`src/rtl/aclk_pkg.sv`:
```
package aclk_pkg;

    // Role select: bit value matches the slave_mode input
    typedef enum logic {
        ROLE_MASTER = 1'b0,
        ROLE_SLAVE  = 1'b1
    } clk_role_e;

    // Serializer enables for one bit period
    typedef struct packed {
        logic drive;
        logic sample;
    } bit_stb_t;

    // Number of low cycles / low bits for a ratio stored as ratio minus one
    function automatic int unsigned low_span(input int unsigned ratio_m1);
        return (ratio_m1 + 1) / 2;
    endfunction

endpackage

```
`src/rtl/aclk_bit_div.sv`:
```
module aclk_bit_div
    import aclk_pkg::*;
#(
    parameter int unsigned W = 8
) (
    input  logic         clk,
    input  logic         rst,
    input  logic         en,
    input  logic         reload,
    input  logic [W-1:0] ratio_m1,
    output logic         bclk_lvl,
    output bit_stb_t     stb,
    output logic         bit_last
);

    logic [W-1:0] cnt_q;
    logic [W-1:0] m1_q;
    logic [W-1:0] half;
    logic [W-1:0] cnt_inc;
    logic         bclk_q;

    assign half     = W'(low_span(int'(m1_q)));
    assign cnt_inc  = cnt_q + 1'b1;
    assign bit_last = en && (cnt_q == m1_q);

    always_ff @(posedge clk) begin
        if (rst) begin
            cnt_q  <= '0;
            m1_q   <= '0;
            bclk_q <= 1'b0;
        end else begin
            if (reload) begin
                m1_q <= ratio_m1;
            end
            if (!en || bit_last) begin
                cnt_q  <= '0;
                bclk_q <= 1'b0;
            end else begin
                cnt_q  <= cnt_inc;
                bclk_q <= (cnt_inc >= half);
            end
        end
    end

    assign bclk_lvl   = bclk_q;
    assign stb.drive  = en && (cnt_q == '0);
    assign stb.sample = en && (cnt_q == half);


    strobe_excl_chk: assert property (@(posedge clk) disable iff (rst)
        $onehot0({stb.drive, stb.sample}));


    sample_high_chk: assert property (@(posedge clk) disable iff (rst)
        stb.sample |-> bclk_q);


    ratio_hold_chk: assert property (@(posedge clk) disable iff (rst)
        !reload |=> $stable(m1_q));

endmodule

```
`src/rtl/aclk_frame_div.sv`:
```
module aclk_frame_div
    import aclk_pkg::*;
#(
    parameter int unsigned W = 8
) (
    input  logic         clk,
    input  logic         rst,
    input  logic         en,
    input  logic         bit_last,
    input  logic         bit_drive,
    input  logic [W-1:0] ratio_m1,
    output logic         fs_lvl,
    output logic         frame_stb,
    output logic         frame_last
);

    logic [W-1:0] bcnt_q;
    logic [W-1:0] f_q;
    logic [W-1:0] half;
    logic [W-1:0] bcnt_inc;
    logic         fs_q;
    logic         reload;

    assign half       = W'(low_span(int'(f_q)));
    assign bcnt_inc   = bcnt_q + 1'b1;
    assign frame_last = bit_last && (bcnt_q == f_q);
    assign reload     = !en || frame_last;

    always_ff @(posedge clk) begin
        if (rst) begin
            bcnt_q <= '0;
            f_q    <= '0;
            fs_q   <= 1'b0;
        end else begin
            if (reload) begin
                f_q <= ratio_m1;
            end
            if (!en || frame_last) begin
                bcnt_q <= '0;
                fs_q   <= 1'b0;
            end else if (bit_last) begin
                bcnt_q <= bcnt_inc;
                fs_q   <= (bcnt_inc >= half);
            end
        end
    end

    assign fs_lvl    = fs_q;
    assign frame_stb = bit_drive && (bcnt_q == '0);


    frame_low_chk: assert property (@(posedge clk) disable iff (rst)
        frame_stb |-> !fs_q);


    fs_edge_chk: assert property (@(posedge clk) disable iff (rst)
        !$stable(fs_q) |-> $past(bit_last || !en));


    frame_hold_chk: assert property (@(posedge clk) disable iff (rst)
        !reload |=> $stable(f_q));

endmodule

```
`src/rtl/aclk_ext_edge.sv`:
```
module aclk_ext_edge #(
    parameter int unsigned LANES = 3,
    parameter int unsigned SYNC  = 2
) (
    input  logic             clk,
    input  logic             rst,
    input  logic [LANES-1:0] pin,
    output logic [LANES-1:0] rise,
    output logic [LANES-1:0] fall
);

    localparam int unsigned DEPTH = SYNC + 1;

    for (genvar i = 0; i < LANES; i++) begin : g_lane
        logic [DEPTH-1:0] sh_q;

        always_ff @(posedge clk) begin
            if (rst) begin
                sh_q <= '0;
            end else begin
                sh_q <= {sh_q[DEPTH-2:0], pin[i]};
            end
        end

        assign rise[i] =  sh_q[SYNC-1] && !sh_q[SYNC];
        assign fall[i] = !sh_q[SYNC-1] &&  sh_q[SYNC];


        rise_single_chk: assert property (@(posedge clk) disable iff (rst)
            rise[i] |=> !rise[i]);


        fall_single_chk: assert property (@(posedge clk) disable iff (rst)
            fall[i] |=> !fall[i]);
    end

endmodule

```
`src/rtl/audio_clk_div.sv`:
```
module audio_clk_div
    import aclk_pkg::*;
#(
    parameter int unsigned DIV_W = 8
) (
    input  logic             clk,
    input  logic             rst,
    input  logic             run,
    input  logic             slave_mode,
    input  logic             bclk_inv,
    input  logic [DIV_W-1:0] mclk_div_m1,
    input  logic [DIV_W-1:0] tx_frame_m1,
    input  logic [DIV_W-1:0] rx_frame_m1,
    input  logic             ext_bclk,
    input  logic             ext_tx_fs,
    input  logic             ext_rx_fs,
    output logic             clk_oe,
    output logic             bclk_out,
    output logic             tx_fs_out,
    output logic             rx_fs_out,
    output logic             bit_drive_stb,
    output logic             bit_sample_stb,
    output logic             tx_frame_stb,
    output logic             rx_frame_stb
);

    localparam int unsigned LANE_BCLK = 0;
    localparam int unsigned LANE_TXFS = 1;
    localparam int unsigned LANE_RXFS = 2;
    localparam int unsigned N_LANES   = 3;

    clk_role_e role;
    logic      m_act;
    logic      s_act;

    assign role  = clk_role_e'(slave_mode);
    assign m_act = run && (role == ROLE_MASTER);
    assign s_act = run && (role == ROLE_SLAVE);

    bit_stb_t bstb;
    logic     bclk_lvl;
    logic     bit_last;
    logic     tx_fs, rx_fs;
    logic     tx_stb, rx_stb;
    logic     tx_last, rx_last;

    aclk_bit_div #(.W(DIV_W)) u_bit (
        .clk      (clk),
        .rst      (rst),
        .en       (m_act),
        .reload   (!m_act || tx_last),
        .ratio_m1 (mclk_div_m1),
        .bclk_lvl (bclk_lvl),
        .stb      (bstb),
        .bit_last (bit_last)
    );

    aclk_frame_div #(.W(DIV_W)) u_tx_frame (
        .clk        (clk),
        .rst        (rst),
        .en         (m_act),
        .bit_last   (bit_last),
        .bit_drive  (bstb.drive),
        .ratio_m1   (tx_frame_m1),
        .fs_lvl     (tx_fs),
        .frame_stb  (tx_stb),
        .frame_last (tx_last)
    );

    aclk_frame_div #(.W(DIV_W)) u_rx_frame (
        .clk        (clk),
        .rst        (rst),
        .en         (m_act),
        .bit_last   (bit_last),
        .bit_drive  (bstb.drive),
        .ratio_m1   (rx_frame_m1),
        .fs_lvl     (rx_fs),
        .frame_stb  (rx_stb),
        .frame_last (rx_last)
    );

    logic [N_LANES-1:0] ext_pins;
    logic [N_LANES-1:0] ext_rise;
    logic [N_LANES-1:0] ext_fall;

    assign ext_pins[LANE_BCLK] = ext_bclk ^ bclk_inv;
    assign ext_pins[LANE_TXFS] = ext_tx_fs;
    assign ext_pins[LANE_RXFS] = ext_rx_fs;

    aclk_ext_edge #(.LANES(N_LANES), .SYNC(2)) u_ext (
        .clk  (clk),
        .rst  (rst),
        .pin  (ext_pins),
        .rise (ext_rise),
        .fall (ext_fall)
    );

    always_comb begin
        if (role == ROLE_MASTER) begin
            clk_oe         = 1'b1;
            bclk_out       = bclk_lvl ^ bclk_inv;
            tx_fs_out      = tx_fs;
            rx_fs_out      = rx_fs;
            bit_drive_stb  = bstb.drive;
            bit_sample_stb = bstb.sample;
            tx_frame_stb   = tx_stb;
            rx_frame_stb   = rx_stb;
        end else begin
            clk_oe         = 1'b0;
            bclk_out       = 1'b0;
            tx_fs_out      = 1'b0;
            rx_fs_out      = 1'b0;
            bit_drive_stb  = s_act && ext_fall[LANE_BCLK];
            bit_sample_stb = s_act && ext_rise[LANE_BCLK];
            tx_frame_stb   = s_act && ext_fall[LANE_TXFS];
            rx_frame_stb   = s_act && ext_fall[LANE_RXFS];
        end
    end


    sample_edge_chk: assert property (@(posedge clk) disable iff (rst)
        (m_act && bit_sample_stb) |-> (bclk_out != $past(bclk_out)));


    idle_quiet_chk: assert property (@(posedge clk) disable iff (rst)
        (!run && $past(!run)) |-> (!tx_fs_out && !rx_fs_out && (bclk_out == bclk_inv || slave_mode)));


    tx_frame_on_drive_chk: assert property (@(posedge clk) disable iff (rst)
        (m_act && tx_frame_stb) |-> bit_drive_stb);

endmodule

```
`config.mk`:
```
export PLATFORM = sky130hd
export DESIGN_NAME = audio_clk_div
export DESIGN_NICKNAME = d
export VERILOG_FILES = /design/src/rtl/aclk_pkg.sv /design/src/rtl/aclk_bit_div.sv /design/src/rtl/aclk_frame_div.sv /design/src/rtl/aclk_ext_edge.sv /design/src/rtl/audio_clk_div.sv
export SDC_FILE = /design/constraint.sdc
export NUM_CORES = 1
export LEC_CHECK = 0
export BUFFER_PORTS_ARGS = -buffer_cell sky130_fd_sc_hd__buf_2
export CELL_PAD_IN_SITES_DETAIL_PLACEMENT = 0
export CELL_PAD_IN_SITES_GLOBAL_PLACEMENT = 2
export CORE_UTILIZATION = 39
export DETAILED_ROUTE_END_ITERATION = 8
export PLACE_DENSITY = 0.9
export SKIP_LAST_GASP = 1
export SLEW_MARGIN = 0
export SYNTH_ARGS = -nofsm -noshare
export SYNTH_HDL_FRONTEND = slang
export SYNTH_SLANG_ARGS = --single-unit
```
`constraint.sdc`:
```
create_clock -name clk -period 5.5 [get_ports clk]
set_input_delay 0.275 -clock clk [delete_from_list [all_inputs] [get_ports clk]]
set_output_delay 0.275 -clock clk [all_outputs]
set_load 0.01 [all_outputs]
```
==> reports/metrics.csv <==
metric,value,unit
DRC errors left,0,
final setup fails,0,
Seq cells post-synth,60,
iteration count of the initial detailed-routing pass,4,
Yosys Warn Count,0,
GPL Wtd Cong,0.854,
hold_buf cts,0,
Post-CTS Repair Setup Buffers,0,
switching share of power,24.8,%
Most used DFF post-synth,dfxtp_1,
asr flop ratio synth,0,%
core area,9280,µm²
Slew headroom,28.2,%
achievable frequency,0.340,GHz
crit path kind,reg2reg,
status,completed,
main combinational cell family by area after synthesis,simple AND/OR/NAND/NOR gates,
Layout Area Growth over Synthesis,11.6,%
hold path depth,2,
Final Max Tran Viols,0,
"commonest non-fill, non-tap cell in the layout",dfxtp_1,
Yosys top cell area share,32.0,%
Clock power frac,42.8,%
flop2flop setup slack,2.56,ns
clock tree root buffer cell,clkbuf_8,
Post-Synth XOR/XNOR Area,19.4,%
Synth area leaders,"dfxtp_1, xnor2_1, ha_1",
synth unique cells,38,
crit path DAT,3.16,ns
unrepaired setup endpoints after global routing,false,
WL per Instance,13.9,µm
adder and majority gate portion of the synthesized area,11.0,%
dominant cell type by area after synthesis,dfxtp_1,
Mapped Area,3750,µm²
worst endpoint required time,5.72,ns
total track usage,17.6,%
VDD IR max,0.105,mV
maximum fanout along the worst path,17,
global routing's busiest layer,met2,
Setup crit end kind,flop,
Nets,512,
met1 Use GR,23.3,%
Hold WS,0.143,ns
die width,100,µm
Clock Path Buffers,2,
placed cells,565,
vias in the first global route,2769,
Fillers,944,
Compound-Gate Fraction of Synth Area,5.04,%
cells after synthesis,424,
H-tree depth,3,
vias per cell,4.84,
NetSw,0.000255,W
worst min-delay path endpoint,u_ext.g_lane[1].sh_q[0],
Register-to-Register Path Depth,6,
mean area per synthesized cell,8.85,µm²
Post-CTS Resized,0,
GRT Residual Overflow,0,
DR vias,2814,
PnR worst setup slack,2.56,ns
"EDFF count, synth",0,
IO Count,40,
multiplexer share of the synthesized area,6.94,%
CTS tree,done,
fin cells,581,
Reg power frac,45.9,%
ANT nets after route,0,
syn nets,489,
Starting Density,40.4,%
CTS Sinks,60,
R2R Path End,u_tx_frame.fs_lvl,
share of layout cells above drive strength 1,12.8,%
number of port buffers,39,
final worst path period share,53.5,%
P_int,0.000771,W
Diodes inserted,0,
worst-margin pin slew,1.08,ns
clock skew,0.00707,ns
Max Cap Viol,0,
leakage power,1.81,nW
most frequent cells in the layout,"dfxtp_1, nor2_1, xnor2_1",
first-pass GRT wire length,13700,µm
CTS clock-pin slew for the worst setup and hold paths,0.07,ns
Gate power share,11.2,%
HPWL after detailed placement,6230,µm
Final Hold Fails,0,
HP Class,in2reg,
# rows,35,
die area,10000,µm²
DRT Wirelength,8060,µm
register area share after synthesis,32.0,%
crit start category,flop,
Num CTS Buffers,9,
GR Util met2,28.1,%
Place WS,2.58,ns
met3 Use GR,3.76,%
die span in y,100,µm
setup TNS,0,ns
largest net degree at the start of global routing,36,
reg2reg start,u_bit.cnt_q[4],
initial antenna violation count,0,
PD cells,245,nW/µm²
min-delay src,ext_tx_fs,
1st-iter DRT viols,68,
Post-Synth Simple-Gate Area,20.9,%
clock network latency to the later pin of the worst-skew pair,0.34,ns
post-layout minimum cycle time,2.94,ns
==> through the flow <==
stage / instance area (µm²) / util (%) / total power (W)
6_report: 4190 / 45.1 / 0.00103
5_1_grt: 4190 / 45.1 / 0.00107
4_1_cts: 4190 / 45.1 / 0.00104
3_5_place_dp: 3970 / 42.8 / 0.000597
3_3_place_gp: 3970 / 42.8 / 0.000595
2_1_floorplan: 3750 / - / 0.000559
==> synthesized netlist by cell type (2+ instances only) <==
library cell  instances
dfxtp_1              60
nor2_1               57
xnor2_1              56
ha_1                 33
xor2_1               27
mux2i_1              26
nand3_1              21
nand2_1              18
clkbuf_1             16
nor2b_1              14
and3_1               13
nor3_1               11
inv_1                10
nand4_1              10
a21o_1                7
a21oi_1               6
nand2b_1              6
buf_2                 4
nor4b_1               3
o21ai_0               3
buf_4                 2
buf_6                 2
nor4_1                2
o2111ai_1             2
o32ai_1               2
==> flip-flops by register name, indices dropped and copies added, names as in the netlist <==
signal / flops
u_rx_frame.fs_lvl: 1
u_tx_frame.fs_lvl: 1
u_bit.m1_q: 8
u_rx_frame.bcnt_q: 8
u_tx_frame.bcnt_q: 8
u_bit.bclk_lvl: 1
u_rx_frame.f_q: 8
u_tx_frame.f_q: 8
u_ext.g_lane.sh_q: 9
u_bit.cnt_q: 8
==> worst max-delay path: stages, from the launching register on <==
cell and delay [ns]:
dfxtp_1 0.49, xnor2_1 0.15, nand4_1 0.18, or2_0 0.53, o31ai_4 1.03, or2_2 0.36
nor3_1 0.08
==> metal layers <==
metal	vias up	share of wire (%)
met2	44	45
met1	1283	49
met5	-	0
met4	0	1.9
li1	1475	-
met3	12	3.3
==> cell type report <==
cell class,count,area (µm²),share of cell area [%]
Multi-Input combinational cell,327,2380,56.8
Sequential cell,60,1200,28.7
Clock buffer,11,141,3.38
Timing Repair Buffer,39,195,4.66
Tap cell,129,161,3.85
Inverter,10,37.5,0.896
Clock inverter,5,75.1,1.79
==> power by group through the flow <==
stage | registers [W] | logic (W) | clock network (W)
6_report | 0.000471 | 0.000115 | 0.000439
5_1_grt | 0.000474 | 0.000129 | 0.000465
4_1_cts | 0.000471 | 0.000117 | 0.000448
3_5_place_dp | 0.000481 | 0.000116 | 0
3_3_place_gp | 0.000481 | 0.000115 | 0
2_1_floorplan | 0.000474 | 0.0000852 | 0
==> worst max-delay path by stage <==
stage | startpoint | end | slack (ns) | cells past startpoint
4_1_cts | u_bit.cnt_q[5] | u_tx_frame.fs_lvl | 2.57 | 6
3_5_place_dp | u_bit.cnt_q[5] | u_tx_frame.fs_lvl | 2.58 | 6
5_1_grt | u_bit.cnt_q[4] | u_tx_frame.fs_lvl | 2.32 | 6
3_3_place_gp | u_bit.cnt_q[2] | u_tx_frame.fs_lvl | 2.70 | 6
6_report | u_bit.cnt_q[4] | u_tx_frame.fs_lvl | 2.56 | 6
2_1_floorplan | u_bit.m1_q[1] | bit_sample_stb | 3.39 | 5
==> cells by family after synthesis <==
logic type,count (synthesis)
and+or+nand+nor,160
muxes,26
adders and majority gates,33
AOI/OAI and AO/OA,25
buffers and inverters,37
xor gates and xnor gates,83
DFF,60
Power figures use the tool's default switching activity.
